**config.mk**
```make
export PLATFORM = sky130hd
export DESIGN_NAME = mem_req_arbiter
export DESIGN_NICKNAME = d
export VERILOG_FILES = /design/src/rtl/mem_arb_pkg.sv /design/src/rtl/mem_arb_pick.sv /design/src/rtl/mem_arb_fsm.sv /design/src/rtl/mem_arb_route.sv /design/src/rtl/mem_req_arbiter.sv
export SDC_FILE = /design/constraint.sdc
export NUM_CORES = 1
export LEC_CHECK = 0
export ABC_AREA = 1
export BUFFER_PORTS_ARGS = -buffer_cell sky130_fd_sc_hd__buf_4
export CELL_PAD_IN_SITES_DETAIL_PLACEMENT = 1
export CELL_PAD_IN_SITES_GLOBAL_PLACEMENT = 1
export CORE_MARGIN = 10
export CORE_UTILIZATION = 21
export DETAILED_ROUTE_END_ITERATION = 7
export PLACE_DENSITY = 0.83
export RECOVER_POWER = 100
export SETUP_SLACK_MARGIN = 0.3
export SKIP_CTS_REPAIR_TIMING = 1
export SYNTH_ARGS = -nofsm -noshare
export SYNTH_HDL_FRONTEND = slang
export SYNTH_SLANG_ARGS = --single-unit
```
**constraint.sdc**
```tcl
create_clock -name clk -period 2.6 [get_ports clk]
set_input_delay 0 -clock clk [delete_from_list [all_inputs] [get_ports clk]]
set_output_delay 0 -clock clk [all_outputs]
set_load 0.005 [all_outputs]
```
**src/rtl/mem_arb_pkg.sv**
```systemverilog
package mem_arb_pkg;
  typedef enum logic [1:0] {
    ST_WAIT_INIT = 2'd0,
    ST_POLL      = 2'd1,
    ST_ISSUE     = 2'd2,
    ST_BURST     = 2'd3
  } arb_state_e;

  function automatic int unsigned idx_width(int unsigned n);
    return (n > 1) ? $clog2(n) : 1;
  endfunction
endpackage

```
**src/rtl/mem_arb_pick.sv**
```systemverilog
module mem_arb_pick #(
  parameter int unsigned N_PORTS = 2,
  localparam int unsigned IDX_W = mem_arb_pkg::idx_width(N_PORTS)
) (
  input  logic [N_PORTS-1:0] want,
  output logic               any_want,
  output logic [IDX_W-1:0]   win_idx,
  output logic [N_PORTS-1:0] win_onehot
);
  // lowest index has highest priority
  for (genvar g = 0; g < N_PORTS; g++) begin : g_oh
    if (g == 0) begin : g_first
      assign win_onehot[g] = want[g];
    end else begin : g_rest
      assign win_onehot[g] = want[g] & ~|want[g-1:0];
    end
  end

  assign any_want = |want;

  always_comb begin
    win_idx = '0;
    for (int i = N_PORTS - 1; i >= 0; i--) begin
      if (want[i]) win_idx = IDX_W'(i);
    end
  end
endmodule

```
**src/rtl/mem_arb_fsm.sv**
```systemverilog
module mem_arb_fsm
  import mem_arb_pkg::*;
#(
  parameter int unsigned N_PORTS = 2,
  parameter int unsigned ADDR_W  = 22,
  localparam int unsigned IDX_W  = idx_width(N_PORTS)
) (
  input  logic              clk,
  input  logic              rst_n,
  input  logic              init_done,
  input  logic              any_want,
  input  logic [IDX_W-1:0]  win_idx,
  input  logic [ADDR_W-1:0] win_addr,
  input  logic              win_write,
  input  logic              req_ready,
  input  logic              burst_end,
  output logic              polling,
  output logic              busy,
  output logic [IDX_W-1:0]  owner,
  output logic              req_valid,
  output logic [ADDR_W-1:0] req_addr,
  output logic              req_write
);
  arb_state_e state_q, state_d;

  always_comb begin
    state_d = state_q;
    unique case (state_q)
      ST_WAIT_INIT: if (init_done) state_d = ST_POLL;
      ST_POLL:      if (any_want)  state_d = ST_ISSUE;
      ST_ISSUE:     if (req_ready) state_d = ST_BURST;
      ST_BURST:     if (burst_end) state_d = ST_POLL;
      default:                     state_d = ST_WAIT_INIT;
    endcase
  end

  always_ff @(posedge clk) begin
    if (!rst_n) begin
      state_q   <= ST_WAIT_INIT;
      owner     <= '0;
      req_addr  <= '0;
      req_write <= 1'b0;
    end else begin
      state_q <= state_d;
      if (state_q == ST_POLL && any_want) begin
        owner     <= win_idx;
        req_addr  <= win_addr;
        req_write <= win_write;
      end
    end
  end

  assign polling   = (state_q == ST_POLL);
  assign req_valid = (state_q == ST_ISSUE);
  assign busy      = (state_q == ST_ISSUE) || (state_q == ST_BURST);
endmodule

```
**src/rtl/mem_arb_route.sv**
```systemverilog
module mem_arb_route #(
  parameter int unsigned N_PORTS = 2,
  parameter int unsigned DATA_W  = 32,
  localparam int unsigned IDX_W  = mem_arb_pkg::idx_width(N_PORTS)
) (
  input  logic              busy,
  input  logic [IDX_W-1:0]  owner,
  input  logic [DATA_W-1:0] port_wdata [N_PORTS],
  input  logic              take_in,
  input  logic              rvalid_in,
  input  logic              end_in,
  output logic [DATA_W-1:0] wdata_out,
  output logic [N_PORTS-1:0] take_vec,
  output logic [N_PORTS-1:0] rvalid_vec,
  output logic [N_PORTS-1:0] end_vec
);
  for (genvar g = 0; g < N_PORTS; g++) begin : g_port
    logic mine;
    assign mine          = busy && (owner == IDX_W'(g));
    assign take_vec[g]   = mine & take_in;
    assign rvalid_vec[g] = mine & rvalid_in;
    assign end_vec[g]    = mine & end_in;
  end

  always_comb begin
    wdata_out = '0;
    for (int i = 0; i < N_PORTS; i++) begin
      if (busy && owner == IDX_W'(i)) wdata_out = port_wdata[i];
    end
  end
endmodule

```
**src/rtl/mem_req_arbiter.sv**
```systemverilog
module mem_req_arbiter #(
  parameter int unsigned ADDR_W = 22,
  parameter int unsigned DATA_W = 32
) (
  input  logic              clk,
  input  logic              rst_n,
  input  logic              mem_init_done,
  input  logic              rd_req_valid,
  input  logic [ADDR_W-1:0] rd_req_addr,
  output logic              rd_req_ready,
  output logic [DATA_W-1:0] rd_data,
  output logic              rd_data_valid,
  output logic              rd_burst_end,
  input  logic              wr_req_valid,
  input  logic [ADDR_W-1:0] wr_req_addr,
  output logic              wr_req_ready,
  input  logic [DATA_W-1:0] wr_data,
  output logic              wr_data_take,
  output logic              wr_burst_end,
  output logic              mem_req_valid,
  input  logic              mem_req_ready,
  output logic              mem_req_write,
  output logic [ADDR_W-1:0] mem_req_addr,
  output logic [DATA_W-1:0] mem_wdata,
  input  logic              mem_wdata_take,
  input  logic [DATA_W-1:0] mem_rdata,
  input  logic              mem_rdata_valid,
  input  logic              mem_burst_end
);
  // port order sets priority: index 0 wins
  localparam int unsigned N_PORTS = 2;
  localparam int unsigned P_RD    = 0;
  localparam int unsigned P_WR    = 1;
  localparam int unsigned IDX_W   = mem_arb_pkg::idx_width(N_PORTS);
  localparam logic [N_PORTS-1:0] WRITE_MASK = N_PORTS'(1) << P_WR;

  logic [N_PORTS-1:0] want, win_oh, take_vec, rvalid_vec, end_vec;
  logic [ADDR_W-1:0]  addr_arr  [N_PORTS];
  logic [DATA_W-1:0]  wdata_arr [N_PORTS];
  logic               any_want, polling, busy;
  logic [IDX_W-1:0]   win_idx, owner;

  assign want[P_RD]      = rd_req_valid;
  assign want[P_WR]      = wr_req_valid;
  assign addr_arr[P_RD]  = rd_req_addr;
  assign addr_arr[P_WR]  = wr_req_addr;
  assign wdata_arr[P_RD] = '0;
  assign wdata_arr[P_WR] = wr_data;

  mem_arb_pick #(.N_PORTS(N_PORTS)) u_pick (
    .want       (want),
    .any_want   (any_want),
    .win_idx    (win_idx),
    .win_onehot (win_oh)
  );

  mem_arb_fsm #(.N_PORTS(N_PORTS), .ADDR_W(ADDR_W)) u_fsm (
    .clk       (clk),
    .rst_n     (rst_n),
    .init_done (mem_init_done),
    .any_want  (any_want),
    .win_idx   (win_idx),
    .win_addr  (addr_arr[win_idx]),
    .win_write (WRITE_MASK[win_idx]),
    .req_ready (mem_req_ready),
    .burst_end (mem_burst_end),
    .polling   (polling),
    .busy      (busy),
    .owner     (owner),
    .req_valid (mem_req_valid),
    .req_addr  (mem_req_addr),
    .req_write (mem_req_write)
  );

  mem_arb_route #(.N_PORTS(N_PORTS), .DATA_W(DATA_W)) u_route (
    .busy       (busy),
    .owner      (owner),
    .port_wdata (wdata_arr),
    .take_in    (mem_wdata_take),
    .rvalid_in  (mem_rdata_valid),
    .end_in     (mem_burst_end),
    .wdata_out  (mem_wdata),
    .take_vec   (take_vec),
    .rvalid_vec (rvalid_vec),
    .end_vec    (end_vec)
  );

  assign rd_req_ready  = polling & win_oh[P_RD];
  assign wr_req_ready  = polling & win_oh[P_WR];
  assign rd_data       = mem_rdata;
  assign rd_data_valid = rvalid_vec[P_RD];
  assign rd_burst_end  = end_vec[P_RD];
  assign wr_data_take  = take_vec[P_WR];
  assign wr_burst_end  = end_vec[P_WR];
endmodule

```
# Yosys cells after proc, flatten, opt, wreduce, memory -nomap -nowiden
# Index checks and enable logic that the tools add are counted.
classes:
  addsub: 0
  multipliers: 0
  n_div: 0
  order_cmp: 2
  n_eq_ne: 7
  shift: 0
  n_mux: 13
  n_bitwise: 9
  reduce_logical: 8
op_table:
  columns: ["op", "count"]
  rows:
  - ["$mux 22", 3]
  - ["$mux 32", 1]
  - ["$mux 2", 4]
  - ["$pmux 2 s4", 1]
  - ["$and 1x1->1", 7]
  - ["$eq 2x2->1 const B", 2]
  - ["$mux 1", 4]
  - ["$ne 2x1->1 const B", 2]
  - ["$ne 2x2->1 const B", 2]
  - ["$reduce_and 4->1", 1]
  - ["$logic_and 1x1->1", 3]
  - ["$eq 2x1->1 const B", 1]
  - ["$ge 2x2->1 const B", 1]
  - ["$logic_not 2->1", 1]
  - ["$lt 1x2->1 const B", 1]
  - ["$not 1->2", 1]
  - ["$reduce_or 2->1", 1]
  - ["$logic_not 1->1", 1]
  - ["$logic_or 1x1->1", 1]
  - ["$not 1->1", 1]
totals:
  ff_bits: 26
  latchBits: 0
  ram_bits: 0
  rom_bits: 0
  memories: 0

# Depth between registers and ports, before layout
# Gate-level depths: netlist of the first run.
logic_depth:
  word_depth: 6
  depth_mapped: 8

# Hierarchy
# From an unflattened synthesis of the first run, not the netlist that was laid out.
unflattened:
  hier_cells: 370
  area_unflattened_um2: 2189.6
modules_own_cells:
  columns: ["module", "instances", "cells_per_inst", "area_each_um2", "seq_area_each_um2"]
  rows:
  - ["mem_arb_fsm", 1, 134, 1029.7, 520.5]
  - ["mem_arb_route", 1, 122, 579.3, 0.0]
  - ["mem_req_arbiter", 1, 108, 548.0, 0.0]
  - ["mem_arb_pick", 1, 6, 32.5, 0.0]

# Worst setup path before layout of the first run
# No wires, ideal clock.
synth_path:
  path_kind: "register -> register"
  from: "reg u_fsm.state_q[1]"
  to: "reg u_fsm.req_addr[10]"
  setup_time_ns: 0.115
  arrival_time_ns: 1.204
  t_required_ns: 2.485
  slack_ns: 1.282
  stages_incl_launch_ff: 9
  n_path_buf: 1
  cell_sequence: "dfxtp_1 > inv_1 > ha_1 > inv_1 > nor2_4 > buf_4 > nand2_1 > a21oi_1 > nor2_1"
synth_between:
  elab_chain_cells: 2
synth_lines:
  columns: ["item", "line_no", "text"]
  rows:
  - ["from (decl)", "mem_arb_fsm.sv:24", "arb_state_e state_q, state_d;"]
  - ["from (signal assigned)", "mem_arb_fsm.sv:44", "state_q <= state_d;"]
  - ["$eq 2x1->1", "mem_arb_fsm.sv:45", "if (state_q == ST_POLL && any_want) begin"]
  - ["$logic_and 1x1->1", "mem_arb_fsm.sv:45", null]
  - ["to (signal assigned)", "mem_arb_fsm.sv:47", "req_addr <= win_addr;"]
  - ["to (decl)", "mem_arb_fsm.sv:21", "output logic [ADDR_W-1:0] req_addr,"]
# Every way passes these cells.
# A chain may end at the register's enable or synchronous reset.

# Worst setup path after layout of the first run
layout_path:
  from: "reg u_fsm.state_q[0]"
  to: "out mem_wdata[22]"
layout_between:
  elab_chain_cells: 4
  word_cells_on_any_way: 5
layout_lines:
  columns: ["item", "line_no", "text"]
  rows:
  - ["$eq 2x2->1", "mem_arb_fsm.sv:55", "assign busy = (state_q == ST_ISSUE) || (state_q == ST_BURST);"]
  - ["$logic_or 1x1->1 *", "mem_arb_fsm.sv:55", null]
  - ["$logic_and 1x1->1 *", "mem_arb_route.sv:28", "if (busy && owner == IDX_W'(i)) wdata_out = port_wdata[i];"]
  - ["$mux 32 *", "mem_arb_route.sv:28", null]
  - ["to (decl)", "mem_req_arbiter.sv:24", "output logic [DATA_W-1:0] mem_wdata,"]
# Mark *: on every way between the ends. The rest lies on a longest branch, timed or not.

==> qor.csv, run 1 <==
stage,metric,value,unit
outcome,status,finished with violations,
outcome,violations,negative hold slack,
critical_path,required,2.60,ns
floorplan,coreArea,8260,um2
critical_path,path_max_fanout,34,
hold_path,holdCritPathClass,input port to flop,
power_and_ir_drop,seq_power_share,35.5,%
placed_design,place_inst,501,
timing,holdWs,-0.0461,ns
power_and_ir_drop,power.share.clock,14.6,%
floorplan,start_util,21.8,%
power_and_ir_drop,powerDensity,567,nW/um2
timing,worstMarginPinSlew,0.699,ns
clocking,clockRootBuffer,clkbuf_8,
power_and_ir_drop,combPwrFrac,49.9,%
hold_path,hold_end,u_fsm.req_addr[2]$_SDFFE_PN0P_,
power_and_ir_drop,p_sw,631,uW
route,final_antenna_net_count,0,
synth,netlist_area,1800,um2
route,routed_wl,8690,um
grt,first_global_vias,2471,
critical_path,start_kind,flop,
critical_path,cp.arrival,2.01,ns
synth,synth.top_cell.area_share,27.9,%
timing,tns,0,ns
clocking,cts_tree,yes,
route,firstDrtPassIters,4,
grt,grt_max_degree,37,
synth,ys_ff_latch,25,
finish,diodes,0,
power_and_ir_drop,p_int,996,uW
route,drtIter0Drc,50,
route,wl_per_cell,16.6,um
hold_path,hold-path-cell-count,3,
grt,overflow,0,
power_and_ir_drop,power,1.63,mW
finish,layout-drive-gt1-share,31.1,%
grt,antenna_found_initial,0,
finish,fin_util,34.8,%
timing,hold_violations,4,
route,avgViaCountPerCell,4.36,
power_and_ir_drop,p_leak,1.50,nW
finish,fin_cells,523,
placed_design,portBuffers,146,
floorplan,chipWidth,112,um
hold_path,hp-start,wr_req_addr[2],
clocking,clk_pin_slew,0.10,ns
placed_design,dp_hpwl,7020,um
timing,min_period,2.01,ns
timing,skew,0.00620,ns
critical_path,critPathCaptureType,output pin,
floorplan,die_area,12700,um2
timing,worst_slack,0.587,ns
synth,syn_inst,294,
clocking,clk_latency,0.27,ns
power_and_ir_drop,swShare,38.8,%
run,cap_violations,0,
floorplan,die_height,112,um
floorplan,io_pins,211,
placed_design,postPlaceCellArea,2750,um2
timing,rsz0062_at_grt,no,
finish,layout_common_cells,"buf_4, nor2_1, inv_1, clkbuf_4, nand2_1",
critical_path,r2r_cells,8,
route,drc,0,
timing,setup_violations,0,
critical_path,criticalPathCategory,flop to output pin,
synth,yosysSeqAreaShare,27.9,%
placed_design,detailedPlace.worstSlack,0.947,ns
timing,finalCritPeriodShare,77.4,%
synth,yosysWarnings,0,
clocking,cts_buffers,3,
finish,layout_commonest_cell,buf_4,
power_and_ir_drop,peakVddDrop,0.264,mV
clocking,clockBufferDepth,2,
clocking,cts.sinks,25,
finish,syn_to_final_growth,59.8,%
timing,clock.fmax,0.497,GHz
synth,post_synth_num_cell_types,17,
placed_design,place.gp.congestion,0.695,
synth,synthesis.nets,416,
clocking,htreeDepth,1,
critical_path,r2r-start,u_fsm.state_q[1]$_SDFFE_PN0P_,
synth,synth_top_cell_by_area,dfxtp_1,
critical_path,ff2ff_setup_slack,0.63,ns
timing,relSlewSlack,53.2,%
synth,synth_area_leaders,"dfxtp_1, buf_4, nor2_1, inv_1, o21ai_1",
finish,final_nets,541,
synth,avgSynthCellArea,6.11,um2
critical_path,r2r_end,u_fsm.req_addr[18]$_SDFFE_PN0P_,
route,num_vias,2282,
grt,grt_usage,12.2,%
timing,slew_violations,0,
floorplan,num_rows,33,
finish,final_area,2870,um2
grt,grt_pass1_wl,12800,um
## state kept, by name, indices dropped and copies added (netlist names)
| register | count |
|---|---|
| u_fsm.req_addr | 22 |
| u_fsm.state_q | 2 |
| u_fsm.req_write | 1 |
## worst max-delay path by stage
stage,from,endpoint,slack [ns],cells past startpoint
after CTS,u_fsm.state_q[0]$_SDFFE_PN0P_,mem_wdata[22],0.80,6
after detailed placement,u_fsm.state_q[1]$_SDFFE_PN0P_,u_fsm.req_addr[15]$_SDFFE_PN0P_,0.95,8
after global routing,u_fsm.state_q[1]$_SDFFE_PN0P_,u_fsm.req_addr[18]$_SDFFE_PN0P_,0.41,8
after floorplan,u_fsm.state_q[1]$_SDFFE_PN0P_,u_fsm.req_addr[10]$_SDFFE_PN0P_,1.28,8
final,u_fsm.state_q[0]$_SDFFE_PN0P_,mem_wdata[22],0.59,6
after global placement,u_fsm.state_q[1]$_SDFFE_PN0P_,u_fsm.req_addr[19]$_SDFFE_PN0P_,1.02,8
## worst max-delay path, stage by stage (launching register included)
cell and delay [ns]:
dfxtp_1 0.42, inv_1 0.10, ha_1 0.26, o21ai_2 0.12, clkbuf_2 0.53, nor2_1 0.14
clkbuf_4 0.18
## cells by family after synthesis
family | share of synthesized area (%)
AND/OR/NAND/NOR | 22.3
buffers and inverters | 27.0
flip-flops | 27.9
AO/OA/AOI/OAI | 19.4
adder cells (fa/ha/maj) | 3.48
## power by group through the flow
stage	sequential, mW	clock, mW	combinational (mW)
2_1_floorplan	0.585	0	0.448
3_3_place_gp	0.583	0	0.826
3_5_place_dp	0.590	0	0.869
4_1_cts	0.583	0.250	0.870
5_1_grt	0.596	0.264	0.925
6_report	0.578	0.237	0.812
## Yosys cell counts (all sizes together)
| library cell | instances |
|---|---|
| buf | 41 |
| nand2 | 32 |
| a21boi | 1 |
| nand3 | 2 |
| nor3 | 1 |
| o21ai | 45 |
| a21oi | 23 |
| clkbuf | 6 |
| nor2 | 66 |
| nor3b | 1 |
| ha | 5 |
| inv | 46 |
| dfxtp | 25 |
## cell type report
cell class / instances / area [um2]
Multi-Input combinational cell: 176 / 810
Timing Repair Buffer: 167 / 1210
Fill cell: 1094 / 5390
Clock buffer: 3 / 41.3
Inverter: 46 / 173
Sequential cell: 25 / 500
Clock inverter: 1 / 5.00
Tap cell: 105 / 131
## layer usage
layer	vias up	wire length, um	track usage, %	share of wire (%)
met5	-	0	0	0
met4	0	203	3.30	2.3
met3	24	889	5.64	10
met2	110	4420	22.3	51
met1	1037	3180	12.1	37
li1	1111	-	-	-
(Power assumes the default switching activity.)
==> run 2, diff against run 1 <==
CORE_UTILIZATION = 18   (was 21)
PLACE_DENSITY = 0.75   (was 0.83)
clock period = 1.65 ns   (was 2.6 ns; I/O delays follow)
==> qor.csv, run 2 (synthesis gave the netlist of run 1 again) <==
stage,metric,value,unit,change
placed_design,place_inst,531,,was 501
route,firstDrtPassIters,3,,was 4
clocking,clk_latency,0.28,ns,was 0.27 ns
floorplan,num_rows,36,,was 33
floorplan,start_util,18.5,%,was 21.8%
grt,first_global_vias,2412,,was 2471
critical_path,criticalPathCategory,flop to output pin,,unchanged
critical_path,r2r-start,u_fsm.state_q[1]$_SDFFE_PN0P_,,unchanged
outcome,violations,negative hold slack,,unchanged
timing,rsz0062_at_grt,yes,,was no
power_and_ir_drop,seq_power_share,31.2,%,was 35.5%
power_and_ir_drop,combPwrFrac,56.2,%,was 49.9%
finish,multi_input_area,947,um2,was 810 um2
route,drc,0,,unchanged
floorplan,die_area,14400,um2,was 12700 um2
hold_path,holdCritPathClass,input port to flop,,unchanged
critical_path,path_max_fanout,8,,was 34
power_and_ir_drop,p_sw,1.23,mW,was 631 uW
route,wl_per_cell,18.2,um,was 16.6 um
critical_path,critPathLaunch,u_fsm.state_q[0]$_SDFFE_PN0P_,,unchanged
finish,seqCellArea,508,um2,was 500 um2
route,avgViaCountPerCell,4.23,,was 4.36
finish,largest_reg_flops,22,,unchanged
power_and_ir_drop,swShare,40.4,%,was 38.8%
critical_path,critPathSlowestCell,dfxtp_4,,was clkbuf_2
power_and_ir_drop,power.share.clock,12.6,%,was 14.6%
critical_path,crit_buf_inv,3,,unchanged
hold_path,hp-start,wr_req_addr[15],,was wr_req_addr[2]
timing,hold_violations,4,,unchanged
critical_path,critPathCaptureType,output pin,,unchanged
grt,overflow,0,,unchanged
grt,grt_pass1_wl,13400,um,was 12800 um
timing,relSlewSlack,58.2,%,was 53.2%
placed_design,place.gp.congestion,0.843,,was 0.695
timing,setup_violations,0,,unchanged
finish,reg_top3,"u_fsm.req_addr (22), u_fsm.state_q (2), u_fsm.req_write (1)",,unchanged
placed_design,dp_hpwl,7400,um,was 7020 um
route,routed_wl,10300,um,was 8690 um
floorplan,chipWidth,120,um,was 112 um
grt,grt_usage,11.4,%,was 12.2%
timing,worstMarginPinSlew,0.626,ns,was 0.699 ns
timing,skew,0.00322,ns,was 0.00620 ns
timing,clock.fmax,0.649,GHz,
floorplan,die_height,120,um,was 112 um
finish,fill_cells,1257,,was 1094
clocking,cts_buffers,3,,unchanged
route,drtIter0Drc,58,,was 50
power_and_ir_drop,p_int,1.82,mW,was 996 uW
clocking,cts.sinks,25,,unchanged
critical_path,start_kind,flop,,unchanged
run,cap_violations,0,,unchanged
timing,holdWs,-0.0302,ns,was -0.0461 ns
finish,fin_cells,566,,was 523
timing,slew_violations,0,,unchanged
critical_path,cp.arrival,1.54,ns,was 2.01 ns
critical_path,slowest_delay,0.40,ns,was 0.53 ns
finish,diodes,0,,unchanged
clocking,clk_pin_slew,0.09,ns,was 0.10 ns
clocking,cts_tree,yes,,unchanged
power_and_ir_drop,peakVddDrop,0.366,mV,was 0.264 mV
grt,antenna_found_initial,0,,unchanged
clocking,htreeDepth,1,,unchanged
clocking,clockBufferDepth,2,,unchanged
timing,finalCritPeriodShare,93.4,%,
clocking,clockRootBuffer,clkbuf_8,,unchanged
critical_path,required,1.65,ns,was 2.60 ns
finish,layout_commonest_cell,buf_4,,unchanged
route,final_antenna_net_count,0,,unchanged
route,num_vias,2397,,was 2282
power_and_ir_drop,powerDensity,920,nW/um2,was 567 nW/um2
critical_path,path_delay_family,buffers and inverters,,unchanged
timing,min_period,1.54,ns,
grt,grt_max_degree,45,,was 37
finish,syn_to_final_growth,84.4,%,was 59.8%
finish,regMostFlops,u_fsm.req_addr,,unchanged
outcome,status,finished with violations,,unchanged
placed_design,portBuffers,146,,unchanged
power_and_ir_drop,p_leak,1.72,nW,was 1.50 nW
finish,layout-drive-gt1-share,43.0,%,was 31.1%
floorplan,io_pins,211,,unchanged
floorplan,coreArea,9730,um2,was 8260 um2
finish,layout_common_cells,"buf_4, nor2_1, inv_1, o21ai_0, nand2_1",,"was buf_4, nor2_1, inv_1, clkbuf_4, nand2_1"
finish,final_nets,556,,was 541
critical_path,path_cells,ha_1 > o21ai_4 > buf_12 > clkbuf_16 > nor2_1 > buf_4,,was inv_1 > ha_1 > o21ai_2 > clkbuf_2 > nor2_1 > clkbuf_4
run 2: layout make-up:
cell class / count / share of cell area [%]
flip-flops and latches: 25 / 15.3
inverters: 46 / 5.36
clock buffers: 4 / 1.36
multi-input cells: 176 / 28.6
repair buffers: 182 / 44.3
well taps: 133 / 5.02
run 2: power by group through the flow:
stage               Combinational (mW)  Clock, mW  Sequential (mW)
detailed placement                1.39          0            0.930
floorplan                        0.706          0            0.921
global route                      1.91      0.431            0.983
global placement                  1.35          0            0.916
finish                            1.71      0.385            0.950
CTS                               1.40      0.400            0.918
run 2: worst paths after layout:
path	endpoint	slack, ns	depth (start not counted)
max reg2reg	u_fsm.req_addr[2]$_SDFFE_PN0P_	0.13	9
min reg2reg	u_fsm.req_addr[9]$_SDFFE_PN0P_	0.52	2
max	mem_wdata[24]	0.11	6
min	u_fsm.req_addr[15]$_SDFFE_PN0P_	-0.03	3
run 2: per-stage QoR:
step	total power, mW	utilization [%]	area, um2	TNS [ns]	setup WS (ns)
final	3.05	34.1	3310	0	0.108
after global routing	3.33	34.1	3310	0	0.0233
after CTS	2.72	29.4	2860	-0.104	-0.0253
after detailed placement	2.32	28.9	2820	0	0.196
after global placement	2.27	28.9	2820	0	0.293
after floorplan	1.63	-	1800	0	0.332
run 2: tightest hold or removal path, cell delays in order:
cell,delay [ns]
buf_4,0.09
a21oi_2,0.04
nor2_1,0.09
run 2: routing by layer:
layer,vias up,track usage [%],wire [um]
li1,1151,-,-
met1,1095,11.5,3680
met2,120,20.5,5320
met3,31,4.88,964
met4,0,3.85,348
met5,-,0,0
==> run 3, diff against run 2 <==
--- a/config.mk
+++ b/config.mk
@@ -14,5 +14,4 @@
 export DETAILED_ROUTE_END_ITERATION = 7
 export PLACE_DENSITY = 0.75
-export RECOVER_POWER = 100
 export SETUP_SLACK_MARGIN = 0.3
 export SKIP_CTS_REPAIR_TIMING = 1
==> constraint.sdc (replaced) <==
create_clock -name clk -period 1.65 [get_ports clk]
set_input_delay 0 -clock clk [delete_from_list [all_inputs] [get_ports clk]]
set_output_delay 0 -clock clk [all_outputs]
set_load 0.05 [all_outputs]
==> qor.csv, run 3 (synthesis gave the netlist of run 1 again) <==
stage,metric,value,unit,change
critical_path,critPathSlowestCell,dfxtp_4,,unchanged
critical_path,crit_buf_inv,4,,was 3
critical_path,start_kind,flop,,unchanged
grt,gr-usage-met2,18.1,%,was 20.5%
power_and_ir_drop,peakVddDrop,0.443,mV,was 0.366 mV
floorplan,num_rows,36,,unchanged
hold_path,holdCritPathClass,input port to flop,,unchanged
floorplan,coreArea,9730,um2,unchanged
placed_design,dp_hpwl,6760,um,was 7400 um
finish,largest_reg_flops,22,,unchanged
finish,fin_cells,564,,was 566
critical_path,cp.arrival,1.62,ns,was 1.54 ns
run,cap_violations,0,,unchanged
route,drc,0,,unchanged
timing,finalCritPeriodShare,98.0,%,was 93.4%
critical_path,required,1.65,ns,about the same
critical_path,criticalPathCategory,flop to output pin,,unchanged
finish,layout_common_cells,"buf_4, inv_1, nor2_4, nand2_1, nor2_1",,"was buf_4, nor2_1, inv_1, o21ai_0, nand2_1"
floorplan,chipWidth,120,um,unchanged
timing,hold_violations,3,,was 4
grt,first_global_vias,2488,,was 2412
timing,tns,0,ns,unchanged
timing,relSlewSlack,82.9,%,was 58.2%
finish,syn_to_final_growth,109,%,was 84.4%
placed_design,place.gp.congestion,0.811,,was 0.843
floorplan,start_util,18.5,%,unchanged
route,firstDrtPassIters,4,,was 3
floorplan,die_area,14400,um2,unchanged
finish,regMostFlops,u_fsm.req_addr,,unchanged
grt,grt_pass1_wl,12500,um,was 13400 um
clocking,clk_latency,0.27,ns,was 0.28 ns
grt,antenna_found_initial,1,,was 0
grt,grt_max_degree,35,,was 45
grt,grt_usage,10.4,%,was 11.4%
clocking,cts.sinks,25,,unchanged
clocking,cts_tree,yes,,unchanged
timing,rsz0062_at_grt,yes,,unchanged
timing,holdWs,-0.0456,ns,was -0.0302 ns
clocking,clockRootBuffer,clkbuf_8,,unchanged
finish,layout_commonest_cell,buf_4,,unchanged
placed_design,postPlaceCellArea,3110,um2,was 2820 um2
placed_design,portBuffers,146,,unchanged
finish,layout-drive-gt1-share,49.3,%,was 43.0%
timing,skew,0.00215,ns,was 0.00322 ns
finish,reg_top3,"u_fsm.req_addr (22), u_fsm.state_q (2), u_fsm.req_write (1)",,unchanged
critical_path,critPathCaptureType,output pin,,unchanged
critical_path,path_delay_family,buffers and inverters,,unchanged
clocking,cts_buffers,3,,unchanged
critical_path,path_max_fanout,8,,unchanged
clocking,htreeDepth,1,,unchanged
power_and_ir_drop,powerDensity,1000,nW/um2,was 920 nW/um2
finish,final_area,3750,um2,was 3310 um2
clocking,clk_pin_slew,0.09,ns,about the same
grt,grt_util_met1,10.8,%,was 11.5%
critical_path,path_cells,inv_4 > ha_4 > o21ai_4 > buf_12 > clkbuf_16 > nor2_4 > buf_8,,was ha_1 > o21ai_4 > buf_12 > clkbuf_16 > nor2_1 > buf_4
power_and_ir_drop,p_leak,1.79,nW,was 1.72 nW
grt,busiest_layer,met2,,unchanged
route,drtIter0Drc,48,,was 58
grt,gr-usage-met3,5.25,%,was 4.88%
finish,final_nets,553,,was 556
outcome,violations,negative hold slack,,unchanged
timing,worstMarginPinSlew,0.256,ns,was 0.626 ns
floorplan,die_height,120,um,unchanged
timing,min_period,1.62,ns,was 1.54 ns
grt,overflow,0,,unchanged
critical_path,slowest_delay,0.39,ns,was 0.40 ns
floorplan,io_pins,211,,unchanged
route,routed_wl,9100,um,was 10300 um
route,avgViaCountPerCell,4.20,,was 4.23
route,final_antenna_net_count,0,,unchanged
route,num_vias,2368,,was 2397
route,wl_per_cell,16.1,um,was 18.2 um
placed_design,place_inst,533,,was 531
placed_design,detailedPlace.worstSlack,0.160,ns,was 0.196 ns
timing,worst_slack,0.0336,ns,was 0.108 ns
timing,clock.fmax,0.619,GHz,was 0.649 GHz
timing,slew_violations,0,,unchanged
clocking,clockBufferDepth,2,,unchanged
outcome,status,finished with violations,,unchanged
timing,setup_violations,0,,unchanged
[run 3: final timing paths]
check / cells after the start / slack (ns) / to / startpoint
worst max-delay path: 7 / 0.03 / mem_wdata[11] / u_fsm.state_q[0]$_SDFFE_PN0P_
worst min-delay path: 3 / -0.05 / u_fsm.req_addr[21]$_SDFFE_PN0P_ / wr_req_addr[21]
worst max register to register: 8 / 0.22 / u_fsm.req_addr[3]$_SDFFE_PN0P_ / u_fsm.state_q[1]$_SDFFE_PN0P_
worst min register to register: 2 / 0.52 / u_fsm.req_addr[1]$_SDFFE_PN0P_ / u_fsm.req_addr[1]$_SDFFE_PN0P_
[run 3: cell type report]
type,instances,area [um2]
Inverter,46,175
Clock buffer,4,45.0
Sequential cell,25,509
Timing Repair Buffer,179,1720
Multi-Input combinational cell,176,1130
Antenna cell,1,2.50
Tap cell,133,166
Fill cell,1182,5980
[run 3: power breakdown]
| group | leakage, nW | internal [mW] | switching, mW |
|---|---|---|---|
| clock network | 0.0228 | 0.173 | 0.200 |
| registers | 0.207 | 0.808 | 0.139 |
| logic | 1.56 | 0.895 | 1.54 |
| total | 1.79 | 1.87 | 1.88 |
[run 3: metal layers]
metal	share of wire, %	vias up
li1	-	1141
met1	37	1095
met2	51	118
met3	10	14
met4	1.7	0
met5	0	-
[run 3: worst register-to-register path: cells and delay by family (launching register included)]
family / cells / cell delay, ns
simple gates: 3 / 0.28
buf+inv: 3 / 0.36
fa+ha+maj: 1 / 0.18
compound gates: 1 / 0.13
flops: 1 / 0.37
[run 3: stage by stage]
stage / util (%) / power (mW)
3_5_place_dp: 32.0 / 3.22
5_1_grt: 38.5 / 4.03
2_1_floorplan: - / 2.67
6_report: 38.5 / 3.76
3_3_place_gp: 32.0 / 3.17
4_1_cts: 32.4 / 3.61
